===== src/rtl/nrm_pkg.sv =====
package nrm_pkg;
  typedef enum logic [0:0] {
    PH_RE = 1'b0,
    PH_IM = 1'b1
  } nrm_phase_e;
endpackage


===== src/rtl/nrm_shift_calc.sv =====
module nrm_shift_calc #(
  parameter int DATA_W = 16,
  parameter int GWR_W  = 5,
  parameter int TAG_W  = 2,
  parameter int UEXP_W = 5
) (
  input  logic [UEXP_W-1:0]         uexp,
  input  logic [GWR_W-1:0]          gwr,
  input  logic [TAG_W-1:0]          tag,
  output logic [$clog2(DATA_W)-1:0] shift,
  output logic                      sat,
  output logic                      trap,
  output logic                      clip
);
  localparam int SH_W  = $clog2(DATA_W);
  localparam int EXP_W = GWR_W + 1;
  localparam int DIF_W = ((UEXP_W > EXP_W) ? UEXP_W : EXP_W) + 2;
  localparam logic signed [DIF_W-1:0] MAX_D = DIF_W'(DATA_W - 1);

  // word exponent: magnitude of the global value plus the raw tag
  function automatic logic [EXP_W-1:0] word_exp(input logic [GWR_W-1:0] g,
                                                 input logic [TAG_W-1:0] t);
    return EXP_W'(g[GWR_W-2:0]) + EXP_W'(t);
  endfunction

  function automatic logic signed [DIF_W-1:0] exp_diff(input logic [UEXP_W-1:0] u,
                                                        input logic [EXP_W-1:0]  e);
    return $signed(DIF_W'(u)) - $signed(DIF_W'(e));
  endfunction

  logic [EXP_W-1:0]        wexp;
  logic signed [DIF_W-1:0] diff;

  assign wexp = word_exp(gwr, tag);
  assign diff = exp_diff(uexp, wexp);
  assign trap = gwr[GWR_W-1];
  assign clip = !trap && (diff > MAX_D);

  always_comb begin
    sat   = 1'b0;
    shift = '0;
    if (trap) begin
      shift = '1;
    end else if (diff < 0) begin
      sat = 1'b1;
    end else if (clip) begin
      shift = '1;
    end else begin
      shift = diff[SH_W-1:0];
    end
  end
endmodule


===== src/rtl/nrm_phase_hold.sv =====
module nrm_phase_hold #(
  parameter int SH_W        = 4,
  parameter bit SHARE_SHIFT = 1'b1
) (
  input  logic            clk,
  input  logic            rst_n,
  input  logic            in_valid,
  input  logic            in_phase,
  input  logic [SH_W-1:0] calc_shift,
  input  logic            calc_sat,
  output logic [SH_W-1:0] sel_shift,
  output logic            sel_sat,
  output logic            use_held
);
  generate
    if (SHARE_SHIFT) begin : g_share
      logic [SH_W-1:0] held_shift;
      logic            held_sat;
      logic            real_load;

      assign real_load = in_valid && (in_phase == nrm_pkg::PH_RE);
      assign use_held  = (in_phase == nrm_pkg::PH_IM);

      always_ff @(posedge clk or negedge rst_n) begin
        if (!rst_n) begin
          held_shift <= '0;
          held_sat   <= 1'b0;
        end else if (real_load) begin
          held_shift <= calc_shift;
          held_sat   <= calc_sat;
        end
      end

      assign sel_shift = use_held ? held_shift : calc_shift;
      assign sel_sat   = use_held ? held_sat   : calc_sat;
    end else begin : g_each
      logic unused_ok;
      assign unused_ok = &{1'b0, clk, rst_n, in_valid, in_phase};
      assign use_held  = 1'b0;
      assign sel_shift = calc_shift;
      assign sel_sat   = calc_sat;
    end
  endgenerate
endmodule


===== src/rtl/nrm_barrel.sv =====
module nrm_barrel #(
  parameter int DATA_W = 16
) (
  input  logic [DATA_W-1:0]         din,
  input  logic [$clog2(DATA_W)-1:0] sh,
  output logic [DATA_W-1:0]         dout
);
  localparam int SH_W = $clog2(DATA_W);

  logic [DATA_W-1:0] stage [SH_W+1];

  assign stage[0] = din;

  generate
    for (genvar k = 0; k < SH_W; k++) begin : g_stage
      assign stage[k+1] = sh[k] ? DATA_W'($signed(stage[k]) >>> (1 << k)) : stage[k];
    end
  endgenerate

  assign dout = stage[SH_W];
endmodule


===== src/rtl/nrm_exp_norm.sv =====
module nrm_exp_norm #(
  parameter int DATA_W      = 16,
  parameter int GWR_W       = 5,
  parameter int TAG_W       = 2,
  parameter int UEXP_W      = 5,
  parameter bit SHARE_SHIFT = 1'b1
) (
  input  logic                      clk,
  input  logic                      rst_n,
  input  logic [UEXP_W-1:0]         uexp_i,
  input  logic [GWR_W-1:0]          gwr_i,
  input  logic                      in_valid,
  input  logic                      in_phase,
  input  logic [TAG_W-1:0]          in_tag,
  input  logic [DATA_W-1:0]         in_data,
  output logic                      out_valid,
  output logic                      out_phase,
  output logic [DATA_W-1:0]         out_data,
  output logic [$clog2(DATA_W)-1:0] out_shift,
  output logic                      out_sat
);
  localparam int SH_W = $clog2(DATA_W);

  // named internal events for the checker
  logic [SH_W-1:0]   calc_shift;
  logic              calc_sat;
  logic              sh_trap;
  logic              sh_clip;
  logic [SH_W-1:0]   sel_shift;
  logic              sel_sat;
  logic              use_held;
  logic [DATA_W-1:0] shifted;

  nrm_shift_calc #(
    .DATA_W(DATA_W), .GWR_W(GWR_W), .TAG_W(TAG_W), .UEXP_W(UEXP_W)
  ) u_calc (
    .uexp (uexp_i),
    .gwr  (gwr_i),
    .tag  (in_tag),
    .shift(calc_shift),
    .sat  (calc_sat),
    .trap (sh_trap),
    .clip (sh_clip)
  );

  nrm_phase_hold #(
    .SH_W(SH_W), .SHARE_SHIFT(SHARE_SHIFT)
  ) u_hold (
    .clk       (clk),
    .rst_n     (rst_n),
    .in_valid  (in_valid),
    .in_phase  (in_phase),
    .calc_shift(calc_shift),
    .calc_sat  (calc_sat),
    .sel_shift (sel_shift),
    .sel_sat   (sel_sat),
    .use_held  (use_held)
  );

  nrm_barrel #(.DATA_W(DATA_W)) u_barrel (
    .din (in_data),
    .sh  (sel_shift),
    .dout(shifted)
  );

  always_ff @(posedge clk or negedge rst_n) begin
    if (!rst_n) begin
      out_valid <= 1'b0;
      out_phase <= 1'b0;
      out_data  <= '0;
      out_shift <= '0;
      out_sat   <= 1'b0;
    end else begin
      out_valid <= in_valid;
      if (in_valid) begin
        out_phase <= in_phase;
        out_data  <= shifted;
        out_shift <= sel_shift;
        out_sat   <= sel_sat;
      end
    end
  end
endmodule


===== config.mk =====
export PLATFORM = sky130hd
export DESIGN_NAME = nrm_exp_norm
export DESIGN_NICKNAME = d
export VERILOG_FILES = /design/src/rtl/nrm_pkg.sv /design/src/rtl/nrm_shift_calc.sv /design/src/rtl/nrm_phase_hold.sv /design/src/rtl/nrm_barrel.sv /design/src/rtl/nrm_exp_norm.sv
export SDC_FILE = /design/constraint.sdc
export NUM_CORES = 1
export LEC_CHECK = 0
export BUFFER_PORTS_ARGS = -buffer_cell sky130_fd_sc_hd__buf_2
export CORE_MARGIN = 2
export CORE_UTILIZATION = 55
export CTS_CLUSTER_SIZE = 10
export DETAILED_ROUTE_END_ITERATION = 10
export PLACE_DENSITY = 0.82
export SYNTH_ARGS = -nofsm -noshare
export SYNTH_HDL_FRONTEND = slang
export SYNTH_SLANG_ARGS = --single-unit

===== constraint.sdc =====
create_clock -name clk -period 3 [get_ports clk]
set_input_delay 0.45 -clock clk [delete_from_list [all_inputs] [get_ports clk]]
set_output_delay 0.45 -clock clk [all_outputs]
set_load 0.03 [all_outputs]

; Yosys cells after proc, flatten, opt, wreduce, memory -nomap -nowiden
; Index checks and enable logic that the tools add are counted.
[totals]
register_bits = 28
latchBits = 0
mem_bits_rw = 0
romBits = 0
inputBits = 32
output_inout_bits = 23
elab_cells = 26
mem_count = 0
[classes]
addsub = 2
mul = 0
div_mod_pow = 0
order_cmp = 2
n_eq_ne = 0
n_shift = 0
n_mux = 11
n_bitwise = 1
n_reduce_logical = 3
[ops]
columns = cell, count
row1 = 15-bit two-way mux, 4
row2 = 4-bit two-way mux, 4
row3 = "6-bit by 5-bit > comparator with 1-bit output, second input constant", 1
row4 = "6-bit by 1-bit less-than comparator with 1-bit output, second input constant", 1
row5 = 5-bit by 5-bit subtractor with 6-bit output, 1
row6 = 4-bit by 2-bit adder with 5-bit output, 1
row7 = 1-bit two-way mux, 3
row8 = 1-bit logical AND, 2
row9 = 1-bit logical NOT, 1
row10 = 1-bit inverter, 1

; Depth between registers and ports, before layout
; Gate-level depths: netlist of the first run.
[depth]
depth_word = 12
depth_mapped = 17
mapped_depth_nobuf = 15

; By module
; Synthesis of the first run repeated with hierarchy kept, for this count alone.
[hier_totals]
hier_cells = 224
hier_area_um2 = 2273.4
[by_module_without_submodules]
columns = mod, n_inst, cells_each, area_per_inst_um2, seq_area_each_um2
row1 = nrm_exp_norm, 1, 47, 845.8, 575.6
row2 = nrm_barrel, 1, 110, 774.5, 0.0
row3 = nrm_shift_calc, 1, 49, 364.1, 0.0
row4 = nrm_phase_hold, 1, 18, 289.0, 125.1

; Least setup slack after synthesis of the first run
; Ideal clock, no wire load.
[synth_path]
path_kind = input to register
startpoint = input port gwr_i[0]
endpoint = register out_data[6]
setup_time_ns = 0.125
arrival_time_ns = 3.330
required_ns = 2.875
slack_ns = -0.455
path_stages = 17
path_buffers = 2
cell_sequence = inv_1 -> fa_1 -> inv_1 -> ha_1 -> nor2_1 -> fa_1 -> nand2b_1 -> a21oi_2 -> mux2i_1 -> o31a_1 -> buf_6 -> buf_12 -> mux2i_1 -> mux2i_1 -> mux2i_1 -> mux2i_1 -> mux2_4
[synth_between]
elab_chain_len = 12
elab_cells_between_ends = 13
cone_classes = add/sub (2) / order compare (2) / mux (8) / reduce/logical (1)
[synth_rtl]
columns = element, line_no
row1 = from (decl), nrm_exp_norm.sv:11  ; input logic [GWR_W-1:0] gwr_i,
row2 = 4-bit by 2-bit adder with 5-bit output (*), nrm_shift_calc.sv:23  ; return EXP_W'(g[GWR_W-2:0]) + EXP_W'(t);
row3 = 5-bit by 5-bit subtractor with 6-bit output (*), nrm_shift_calc.sv:28  ; return $signed(DIF_W'(u)) - $signed(DIF_W'(e));
row4 = 6-bit by 5-bit > comparator with 1-bit output, nrm_shift_calc.sv:37  ; assign clip = !trap && (diff > MAX_D);
row5 = 1-bit logical AND, nrm_shift_calc.sv:37
row6 = 4-bit two-way mux, nrm_shift_calc.sv:46  ; end else if (clip) begin
row7 = 4-bit two-way mux (*), nrm_shift_calc.sv:44  ; end else if (diff < 0) begin
row8 = 4-bit two-way mux (*), nrm_shift_calc.sv:42  ; if (trap) begin
row9 = 4-bit two-way mux (*), nrm_phase_hold.sv:34  ; assign sel_shift = use_held ? held_shift : calc_shift;
row10 = 15-bit two-way mux (3 in series), nrm_barrel.sv:16  ; assign stage[k+1] = sh[k] ? DATA_W'($signed(stage[k]) >>> (1 << k)) : stage[k];
row11 = 15-bit two-way mux (*), nrm_barrel.sv:16
row12 = to (signal assigned), nrm_exp_norm.sv:77  ; out_data <= shifted;
row13 = to (decl), nrm_exp_norm.sv:18  ; output logic [DATA_W-1:0] out_data,
; Every way passes the cells marked *; elsewhere a longest branch is shown, timed or not.
; A chain may end at the register's enable or synchronous reset.

; Worst setup path after layout of the first run
[layout_path]
startpoint = input port uexp_i[0]
endpoint = register out_data[3]
[layout_between]
elab_chain_len = 11
elab_cells_between_ends = 12
cone_classes = add/sub (1) / order compare (2) / mux (8) / reduce/logical (1)
[layout_rtl]
columns = element, line_no
row1 = from (decl), nrm_exp_norm.sv:10  ; input logic [UEXP_W-1:0] uexp_i,
row2 = 5-bit by 5-bit subtractor with 6-bit output (*), nrm_shift_calc.sv:28
row3 = 6-bit by 5-bit > comparator with 1-bit output, nrm_shift_calc.sv:37
row4 = 1-bit logical AND, nrm_shift_calc.sv:37
row5 = 4-bit two-way mux, nrm_shift_calc.sv:46
row6 = 4-bit two-way mux (*), nrm_shift_calc.sv:44
row7 = 4-bit two-way mux (*), nrm_shift_calc.sv:42
row8 = 4-bit two-way mux (*), nrm_phase_hold.sv:34
row9 = 15-bit two-way mux (3 in series), nrm_barrel.sv:16
row10 = 15-bit two-way mux (*), nrm_barrel.sv:16
; Marked as above.

==> results of run 1 <==
==> worst reg2reg max path, delay by kind of cell, from the launching register on <==
kind | cells | cell delay [ps]
AO/OA/AOI/OAI | 4 | 860
multiplexers | 3 | 630
flip-flops | 1 | 400
buffers and inverters | 1 | 180
==> cell usage after synthesis (all sizes together), types with 2 or more instances <==
cell type  instances
mux2i             36
dfrtp             28
nor2              24
nand2             18
inv               17
a21oi             15
buf                9
ha                 9
mux2               9
o21ai              9
a211oi             6
nand3              5
a211o              4
clkbuf             4
o22ai              4
a21o               3
o2bb2ai            3
a31oi              2
and2               2
fa                 2
nand2b             2
nor3               2
nor4               2
o22a               2
o31a               2
or2                2
xnor2              2
==> per-layer routing <==
layer	part of all wire	GRT usage
met1	0.41	0.386
met4	0.035	0.112
met2	0.49	0.511
met5	0	0
met3	0.073	0.0321
==> cell usage in the layout, fill, tap and decap left out, types with 2 or more instances in the layout <==
master | synthesis | layout
buf_2 | 2 | 51
inv_1 | 17 | 15
nor2_1 | 24 | 19
a21oi_2 | 1 | 3
buf_6 | 2 | 10
a21oi_1 | 14 | 11
mux2_2 | 8 | 5
buf_4 | 4 | 40
clkbuf_8 | 0 | 3
or2_0 | 2 | 2
a21o_1 | 3 | 3
nand3_1 | 5 | 4
nor3_1 | 2 | 2
o2bb2ai_1 | 3 | 3
mux2i_4 | 0 | 7
a211oi_2 | 1 | 5
nor2_2 | 0 | 5
mux2i_2 | 0 | 5
nand2_1 | 18 | 17
mux2_4 | 1 | 4
dfrtp_1 | 28 | 28
o22ai_1 | 4 | 2
inv_2 | 0 | 2
a211o_1 | 4 | 4
o31a_1 | 2 | 2
ha_2 | 0 | 2
o21ai_0 | 7 | 7
ha_1 | 9 | 7
mux2i_1 | 36 | 24
==> stage by stage <==
| stage | std cells | setup slack (ps) |
|---|---|---|
| 2_1_floorplan | 232 | -425 |
| 3_3_place_gp | 358 | -731 |
| 3_5_place_dp | 358 | -809 |
| 4_1_cts | 371 | -397 |
| 5_1_grt | 373 | -630 |
| 6_report | 373 | -529 |
==> logic make-up after synthesis <==
logic type,count (synthesis),share of synthesized area
flops,28,0.324
simple gates,60,0.126
xor+xnor,3,0.0122
mux,45,0.215
compound gates,55,0.177
buf+inv,30,0.0747
fa+ha+maj,11,0.0706
==> state kept, by name, indices dropped and copies added (netlist names) <==
name and cells:
out_shift 4, out_data 16, out_valid 1, u_hold.g_share.held_sat 1, out_sat 1, out_phase 1, u_hold.g_share.held_shift 4
==> final cells by class <==
cell class,count,share of cell area
Multi-Input combinational cell,174,0.499
Tap cell,48,0.0190
Sequential cell,28,0.222
Timing Repair Buffer,102,0.218
Clock inverter,1,0.00950
Inverter,17,0.0202
Clock buffer,3,0.0131
==> final timing paths <==
kind / startpoint / to / slack [ps] / cells after the start
max in group asynchronous: rst_n / out_data[15]$_DFFE_PN0P_ / 2420 / 1
setup reg to reg: u_hold.g_share.held_shift[0]$_DFFE_PN0P_ / out_data[3]$_DFFE_PN0P_ / 850 / 8
min in group clk: gwr_i[4] / u_hold.g_share.held_sat$_DFFE_PN0P_ / 440 / 2
hold reg to reg: out_data[3]$_DFFE_PN0P_ / out_data[3]$_DFFE_PN0P_ / 480 / 1
hold / removal: rst_n / out_data[6]$_DFFE_PN0P_ / 170 / 1
setup / recovery: uexp_i[0] / out_data[3]$_DFFE_PN0P_ / -530 / 16
==> repair_timing <==
item	CTS	global route
pin swaps	4	6
endpoints found under the setup margin	16	17
buffers inserted	9	2
gates resized for setup	31	25
==> power by group through the flow <==
stage	clock network (W)	registers [W]	logic, W
after floorplan	0	0.000636	0.000477
after global placement	0	0.000504	0.000885
after detailed placement	0	0.000504	0.000902
after CTS	0.000305	0.000499	0.00102
after global routing	0.000319	0.000510	0.00120
final	0.000300	0.000504	0.00113
==> results.sh, run 1 <==
export IMPL_cap_violations=0
export IMPL_grt_use_total=0.298
export IMPL_vias=2183
export IMPL_worstPathBufferInverterCount=3
export IMPL_rsz0062_at_grt="true"
export IMPL_fin_hold_ws_ps=174
export IMPL_p_switching_w=0.000778
export IMPL_root_buffer="clkbuf_8"
export IMPL_grt_max_degree=29
export IMPL_yosysWarnings=0
export IMPL_final_util=0.850
export IMPL_cts_tree="yes"
export IMPL_cp_required_ps=3180
export IMPL_critPathKind="in2reg"
export IMPL_finalNetCount=369
export IMPL_cp_arrival_ps=3710
export IMPL_fmax_ghz=0.283
export IMPL_setup_violations=16
export IMPL_die_y_um=66.7
export IMPL_antenna_found_initial=0
export IMPL_cp_slowest_stage_delay_ps=510
export IMPL_cp_cell_sequence="buf_6, fa_1, inv_1, ha_2, nor2_2, fa_2, nand2b_4, a21oi_4, mux2i_1, o31a_1, buf_12, mux2i_1, mux2i_1, o21ai_0, o22ai_1, a21o_1"
export IMPL_switching_share=0.403
export IMPL_clock_skew_ps=7.52
export IMPL_worstMarginPinSlew_ps=619
export IMPL_drt_iter0_drc=163
export IMPL_fillCellCount=186
export IMPL_drtPass1Iterations=5
export IMPL_initial_core_util=0.581
export IMPL_seq_area_frac_synth=0.324
export IMPL_cts_buffers=3
export IMPL_ioPinCount=55
export IMPL_grt_pass1_vias=2163
export IMPL_post_route_period_util=1.18
export IMPL_min_path_type="in2async"
export IMPL_cp_start_kind="input port"
export IMPL_port_buffers=54
export IMPL_timing_final_ws_setup_ps=-529
export IMPL_p_leak_nw=1.54
export IMPL_place_hpwl_um=4080
export IMPL_grt_pass1_wl_um=9980
export IMPL_area_delta_synth_final_pct=46.2
export IMPL_period_needed_ps=3530
export IMPL_die_width_um=66.7
export IMPL_clockPowerShare=0.155
export IMPL_power_total_w=0.00193
export IMPL_power_per_cell_area_mw_per_mm2=611
export IMPL_path_common_cell="mux2i_1"
export IMPL_gr_total_overflow=0
export IMPL_yosys_area_top_type="dfrtp_1"
export IMPL_maxSlewHeadroom=0.587
export IMPL_seqPwrFrac=0.261
export IMPL_wl_per_cell_um=17.5
export IMPL_violations="negative setup slack"
export IMPL_drc=0
export IMPL_fin_area_sq_mm=0.00316
export IMPL_cp_top_family="adder cells"
export IMPL_drive_gt1_frac=0.489
export IMPL_ctsHoldBuffers=0
export IMPL_n_antenna_cell=0
export IMPL_postSynthAreaPerCell_sq_um=9.31
export IMPL_gp_congestion=0.886
export IMPL_setup_tns_ps=-6230
export IMPL_coreArea_sq_mm=0.00372
export IMPL_synth_area_sq_mm=0.00216
export IMPL_async_reset_ff_frac=1.00
export IMPL_placed_area_sq_mm=0.00274
export IMPL_report_final_slew_viol_count=0
export IMPL_syn_inst=232
export IMPL_routed_via_density=5.85
export IMPL_multi_input_area_sq_mm=0.00158
export IMPL_dieArea_sq_mm=0.00445
export IMPL_synth_top_area_frac=0.324
export IMPL_worstSetupEndpointType="register"
export IMPL_synth_cell_types=45
export IMPL_outcome="complete, but fails checks"
export IMPL_crit_path_top_delay_cell="fa_1"
export IMPL_cts_htree_levels=1
export IMPL_clockBufferDepth=2
export IMPL_drtAntennaViolNets=0
export IMPL_clock_latency_ps=280
export IMPL_synth_area_leaders="dfrtp_1, mux2i_1, ha_1"
export IMPL_worstPathMaxFanout=10
export IMPL_final_hold_viol_count=0
export IMPL_wirelength_um=6540
export IMPL_seqCellArea_sq_um=701
export IMPL_combPwrFrac=0.583
export IMPL_ys_seq_elements=28
export IMPL_p_int_w=0.00115
export IMPL_synth_edff_count=0
export IMPL_num_rows=22
export IMPL_clkSlewWorstSetupHoldPaths_ps=100
export IMPL_peakVddDrop_mv=0.576
export IMPL_clock_sinks=28
export IMPL_synth_ff_type="dfrtp_1"
export IMPL_syn_nets=275
(Power assumes the default switching activity.)
==> run 2, diff against run 1 <==
--- a/config.mk
+++ b/config.mk
@@ -11,6 +11,7 @@
 export CTS_CLUSTER_SIZE = 10
 export DETAILED_ROUTE_END_ITERATION = 10
 export PLACE_DENSITY = 0.82
+export RECOVER_POWER = 25
 export SYNTH_ARGS = -nofsm -noshare
 export SYNTH_HDL_FRONTEND = slang
 export SYNTH_SLANG_ARGS = --single-unit
==> results.sh, run 2 (synthesis results as in run 1) <==
export IMPL_outcome="complete, but fails checks"
export IMPL_violations="max-capacitance violations, negative setup slack"
export IMPL_report_final_slew_viol_count=0
export IMPL_rrSetupSlack_ps=850
export IMPL_largest_reg_flops=16
export IMPL_peakVddDrop_mv=0.576
export IMPL_final_common_cell="buf_2"
export IMPL_power_total_w=0.00193
export IMPL_wl_per_cell_um=17.5
export IMPL_coreArea_sq_mm=0.00372
export IMPL_clockBufferDepth=2
export IMPL_vias=2183
export IMPL_ctsHoldBuffers=0
export IMPL_ff2ff_path_depth=8
export IMPL_fillCellCount=186
export IMPL_worstPathMaxFanout=10
export IMPL_largestRegisters="out_data (16), out_shift (4), u_hold.g_share.held_shift (4)"
export IMPL_initial_core_util=0.581
export IMPL_ioPinCount=55
export IMPL_port_buffers=54
export IMPL_die_y_um=66.7
export IMPL_grt_pass1_wl_um=9980
export IMPL_worstSetupEndpointType="register"
export IMPL_finalNetCount=369
export IMPL_setup_violations=16
export IMPL_min_to="u_hold.g_share.held_sat$_DFFE_PN0P_"
export IMPL_place_hpwl_um=4080
export IMPL_post_route_period_util=1.18
export IMPL_rsz0062_at_grt="true"
export IMPL_final_cell_mix="buf_2, buf_4, dfrtp_1"
export IMPL_num_rows=22
export IMPL_grt_max_degree=29
export IMPL_drtPass1Iterations=5
export IMPL_root_buffer="clkbuf_8"
export IMPL_worstMarginPinSlew_ps=1490
export IMPL_p_leak_nw=1.53
export IMPL_n_antenna_cell=0
export IMPL_grt_pass1_vias=2163
export IMPL_cp_start_kind="input port"
export IMPL_period_needed_ps=3530
export IMPL_rr_startpoint="u_hold.g_share.held_shift[0]$_DFFE_PN0P_"
export IMPL_cp_slowest_stage_delay_ps=510
export IMPL_antenna_found_initial=0
export IMPL_cts_htree_levels=1
export IMPL_hold_depth=2
export IMPL_clock_latency_ps=280
export IMPL_crit_path_top_delay_cell="fa_1"
export IMPL_cp_arrival_ps=3710
export IMPL_clock_sinks=28
export IMPL_area_delta_synth_final_pct=46.1
export IMPL_cts_tree="yes"
export IMPL_fin_area_sq_mm=0.00316
export IMPL_routed_via_density=5.85
export IMPL_die_width_um=66.7
export IMPL_cap_violations=1
export IMPL_drt_iter0_drc=163
export IMPL_drc=0
export IMPL_placed_area_sq_mm=0.00274
export IMPL_cp_required_ps=3180
export IMPL_top_register="out_data"
export IMPL_drtAntennaViolNets=0
export IMPL_cp_cell_sequence="buf_6, fa_1, inv_1, ha_2, nor2_2, fa_2, nand2b_4, a21oi_4, mux2i_1, o31a_1, buf_12, mux2i_1, mux2i_1, o21ai_0, o22ai_1, a21o_1"
export IMPL_wirelength_um=6540
export IMPL_power_per_cell_area_mw_per_mm2=611
export IMPL_clock_skew_ps=7.52
export IMPL_min_path_type="in2reg"
export IMPL_final_hold_viol_count=0
export IMPL_hold_start="gwr_i[4]"
export IMPL_grt_use_total=0.298
export IMPL_critPathKind="in2reg"
export IMPL_cts_buffers=3
export IMPL_clkSlewWorstSetupHoldPaths_ps=100
export IMPL_path_common_cell="mux2i_1"
export IMPL_fmax_ghz=0.283
export IMPL_timing_final_ws_setup_ps=-529
export IMPL_gr_total_overflow=0
export IMPL_r2r_end="out_data[3]$_DFFE_PN0P_"
export IMPL_maxSlewHeadroom=0.00695
export IMPL_dieArea_sq_mm=0.00445
export IMPL_gp_congestion=0.886
export IMPL_drive_gt1_frac=0.486
==> run 2: routing by layer <==
metal / routed length, um / vias up / global-route usage
li1: - / 1016 / -
met1: 2660 / 1027 / 0.386
met2: 3180 / 115 / 0.511
met3: 476 / 25 / 0.0321
met4: 232 / 0 / 0.112
met5: 0 / - / 0
==> run 2: worst max-delay path: cells and delay by family <==
family / cells / cell delay (ps)
buffers and inverters: 3 / 350
and+or+nand+nor: 2 / 210
AOI/OAI and AO/OA: 5 / 1000
muxes: 3 / 670
adders and majority gates: 3 / 1030
==> run 2: area by class of cell <==
cell class | instances | area [sq um] | area share
flip-flops and latches | 28 | 701 | 0.222
multi-input cells | 174 | 1580 | 0.499
clock buffers | 3 | 41.3 | 0.0131
well taps | 48 | 60.1 | 0.0190
clock inverters | 1 | 30.0 | 0.00951
inverters | 17 | 63.8 | 0.0202
repair buffers | 102 | 687 | 0.218
==> run 2: repair_timing <==
item,in CTS,in global routing
gates resized for setup,31,25
gates cloned,0,0
setup buffers,9,2
setup endpoints to repair,16,17
pin swaps,4,6
==> run 2: how the worst max path moves through the flow <==
stage                          from                 endpoint  slack (ps)  depth (start not counted)
final                     uexp_i[0]  out_data[3]$_DFFE_PN0P_        -530                         16
after global routing      uexp_i[0]  out_data[3]$_DFFE_PN0P_        -630                         16
after global placement    uexp_i[0]  out_data[0]$_DFFE_PN0P_        -730                         16
after floorplan            gwr_i[0]  out_data[0]$_DFFE_PN0P_        -420                         15
after detailed placement  uexp_i[0]  out_data[6]$_DFFE_PN0P_        -810                         16
after CTS                 uexp_i[0]  out_data[6]$_DFFE_PN0P_        -400                         16
==> run 2: power breakdown <==
part           switching (W)  leakage, nW  internal [W]
Sequential         0.0000482        0.328      0.000456
Combinational       0.000609         1.17      0.000516
Clock               0.000121       0.0357      0.000179
Total               0.000778         1.53       0.00115
==> run 2: through the flow <==
stage	hold WS, ps	setup slack, ps	utilization	setup TNS, ps	std cells
3_3_place_gp	459	-731	0.737	-9840	358
6_report	438	-529	0.850	-6230	373
4_1_cts	186	-397	0.812	-4820	371
5_1_grt	459	-630	0.850	-8360	373
3_5_place_dp	464	-809	0.737	-10950	358
2_1_floorplan	154	-425	-	-4670	232
==> run 3, diff against run 2 <==
--- a/config.mk
+++ b/config.mk
@@ -5,6 +5,7 @@
 export SDC_FILE = /design/constraint.sdc
 export NUM_CORES = 1
 export LEC_CHECK = 0
+export ABC_AREA = 1
 export BUFFER_PORTS_ARGS = -buffer_cell sky130_fd_sc_hd__buf_2
 export CORE_MARGIN = 2
 export CORE_UTILIZATION = 55
==> results.sh, run 3 <==
export IMPL_grt_max_degree=29
export IMPL_cts_htree_levels=1
export IMPL_combPwrFrac=0.501
export IMPL_num_rows=23
export IMPL_die_y_um=67.3
export IMPL_clock_skew_ps=6.16
export IMPL_top_register="out_data"
export IMPL_clock_latency_ps=270
export IMPL_p_int_w=0.000911
export IMPL_synth_ff_type="dfrtp_1"
export IMPL_gr_total_overflow=0
export IMPL_drc=0
export IMPL_syn_nets=352
export IMPL_report_final_slew_viol_count=29
export IMPL_synth_cell_types=30
export IMPL_p_switching_w=0.000659
export IMPL_drive_gt1_frac=0.291
export IMPL_clock_sinks=28
export IMPL_synth_edff_count=0
export IMPL_place_hpwl_um=4250
export IMPL_drtAntennaViolNets=0
export IMPL_yosysWarnings=0
export IMPL_post_route_period_util=0.944
export IMPL_peakVddDrop_mv=0.470
export IMPL_area_delta_synth_final_pct=23.5
export IMPL_yosysMostFrequentCell="nand3_1"
export IMPL_n_antenna_cell=0
export IMPL_grt_pass1_wl_um=8710
export IMPL_ioPinCount=55
export IMPL_wirelength_um=5510
export IMPL_syn_inst=309
export IMPL_coreArea_sq_mm=0.00394
export IMPL_violations="max-capacitance violations, max-slew violations"
export IMPL_fin_area_sq_mm=0.00272
export IMPL_drt_iter0_drc=212
export IMPL_synth_top_area_frac=0.318
export IMPL_multi_input_area_sq_mm=0.00130
export IMPL_final_cell_mix="nand3_1, nand2_1, buf_2"
export IMPL_synth_area_sq_mm=0.00221
export IMPL_fillCellCount=335
export IMPL_final_cells=424
export IMPL_power_total_w=0.00157
export IMPL_finalNetCount=418
export IMPL_clkSlewWorstSetupHoldPaths_ps=100
export IMPL_routed_via_density=5.48
export IMPL_ctsHoldBuffers=0
export IMPL_root_buffer="clkbuf_8"
export IMPL_dp_cells=418
export IMPL_outcome="complete, but fails checks"
export IMPL_largest_reg_flops=16
export IMPL_cap_violations=1
export IMPL_cp_arrival_ps=3030
export IMPL_seqCellArea_sq_um=701
export IMPL_clockPowerShare=0.188
export IMPL_clockBufferDepth=2
export IMPL_placed_area_sq_mm=0.00260
export IMPL_worstSetupEndpointType="register"
export IMPL_die_width_um=67.3
export IMPL_drtPass1Iterations=5
export IMPL_setup_violations=0
export IMPL_worstMarginPinSlew_ps=1560
export IMPL_gp_congestion=0.922
export IMPL_cp_required_ps=3200
export IMPL_seqPwrFrac=0.310
export IMPL_final_hold_viol_count=0
export IMPL_cp_start_kind="input port"
export IMPL_maxSlewHeadroom=-0.0403
export IMPL_wl_per_cell_um=13.0
export IMPL_seq_area_frac_synth=0.318
export IMPL_cts_tree="yes"
export IMPL_grt_use_total=0.248
export IMPL_switching_share=0.420
export IMPL_worstPathMaxFanout=5
export IMPL_port_buffers=54
export IMPL_cts_buffers=3
export IMPL_period_needed_ps=2830
export IMPL_synth_commonest_cells="nand3_1, nand2_1, inv_1"
export IMPL_initial_core_util=0.560
export IMPL_yosys_area_top_type="dfrtp_1"
export IMPL_min_path_type="reg2reg"
export IMPL_final_common_cell="nand3_1"
export IMPL_fmax_ghz=0.353
export IMPL_p_leak_nw=1.44
export IMPL_antenna_found_initial=0
export IMPL_synth_area_leaders="dfrtp_1, nand3_1, nand2_1"
export IMPL_grt_pass1_vias=2067
export IMPL_largestRegisters="out_data (16), out_shift (4), u_hold.g_share.held_shift (4)"
export IMPL_fin_hold_ws_ps=495
export IMPL_postSynthAreaPerCell_sq_um=7.14
export IMPL_critPathKind="in2reg"
export IMPL_final_util=0.691
export IMPL_vias=2322
export IMPL_dieArea_sq_mm=0.00453
export IMPL_async_reset_ff_frac=1.00
export IMPL_ys_seq_elements=28
export IMPL_power_per_cell_area_mw_per_mm2=577
[run 3: layout make-up]
type                       instances  area share
clock buffer                       3      0.0152
clock inverter                     1      0.0110
inverter                          40      0.0551
multi-input combinational        230       0.478
sequential                        28       0.257
tap                               50      0.0230
timing repair buffer              72       0.160
[run 3: worst max-delay path: stages]
cell      delay [ps]
buf_2            110
fa_1             480
inv_1             70
ha_2             170
nor2_2            50
fa_2             350
inv_2             60
nand2_1           40
nand2_1           60
nand3_1           70
nand2_2           90
nand2_1           70
nand2_2           90
nand2_4           90
buf_6            160
nand3b_1          90
nand3_1          150
nand3_2          130
nand3_1           90
a21oi_1          150
[run 3: what timing repair did]
action	CTS	global route
buffers inserted	0	1
endpoints found under the hold margin	0	0
setup endpoints to repair	0	15
gates resized for setup	0	11
[run 3: path summary, 6_finish.rpt]
| check | from | end | slack, ps | cells after the start |
|---|---|---|---|---|
| worst max-delay path | uexp_i[0] | out_data[10]$_DFFE_PN0P_ | 170 | 20 |
| worst min-delay path | out_shift[0]$_DFFE_PN0P_ | out_shift[0]$_DFFE_PN0P_ | 490 | 2 |
| worst max register to register | u_hold.g_share.held_shift[0]$_DFFE_PN0P_ | out_data[6]$_DFFE_PN0P_ | 1270 | 10 |
| worst min register to register | out_shift[0]$_DFFE_PN0P_ | out_shift[0]$_DFFE_PN0P_ | 490 | 2 |
| max in group asynchronous | rst_n | u_hold.g_share.held_shift[3]$_DFFE_PN0P_ | 1550 | 1 |
| min in group asynchronous | rst_n | out_data[15]$_DFFE_PN0P_ | 540 | 1 |
[run 3: kinds of logic after synthesis]
| family | Yosys count | share of synthesized area |
|---|---|---|
| AND/OR/NAND/NOR | 186 | 0.410 |
| AO/OA/AOI/OAI | 30 | 0.0857 |
| adder cells (fa/ha/maj) | 11 | 0.0692 |
| XOR/XNOR | 3 | 0.0119 |
| flip-flops | 28 | 0.318 |
| buffers and inverters | 51 | 0.105 |
[run 3: layer usage]
metal | track usage | share of wire | up-vias
met5 | 0 | 0 | -
met1 | 0.317 | 0.43 | 1057
met3 | 0.0400 | 0.066 | 8
li1 | - | - | 1147
met4 | 0.0459 | 0.013 | 0
met2 | 0.443 | 0.50 | 110
[run 3: power by group through the flow]
stage                     sequential [W]  combinational (W)  clock [W]
after floorplan                 0.000618           0.000415          0
after global placement          0.000493           0.000744          0
after detailed placement        0.000495           0.000759          0
after CTS                       0.000488           0.000762   0.000301
after global routing            0.000496           0.000861   0.000316
final                           0.000488           0.000787   0.000296
[run 3: stage by stage]
| stage | TNS [ps] | setup WS [ps] |
|---|---|---|
| after floorplan | 0 | 117 |
| after global placement | -1300 | -139 |
| after detailed placement | -2430 | -218 |
| after CTS | 0 | 67.1 |
| after global routing | -2.92 | -2.49 |
| final | 0 | 167 |
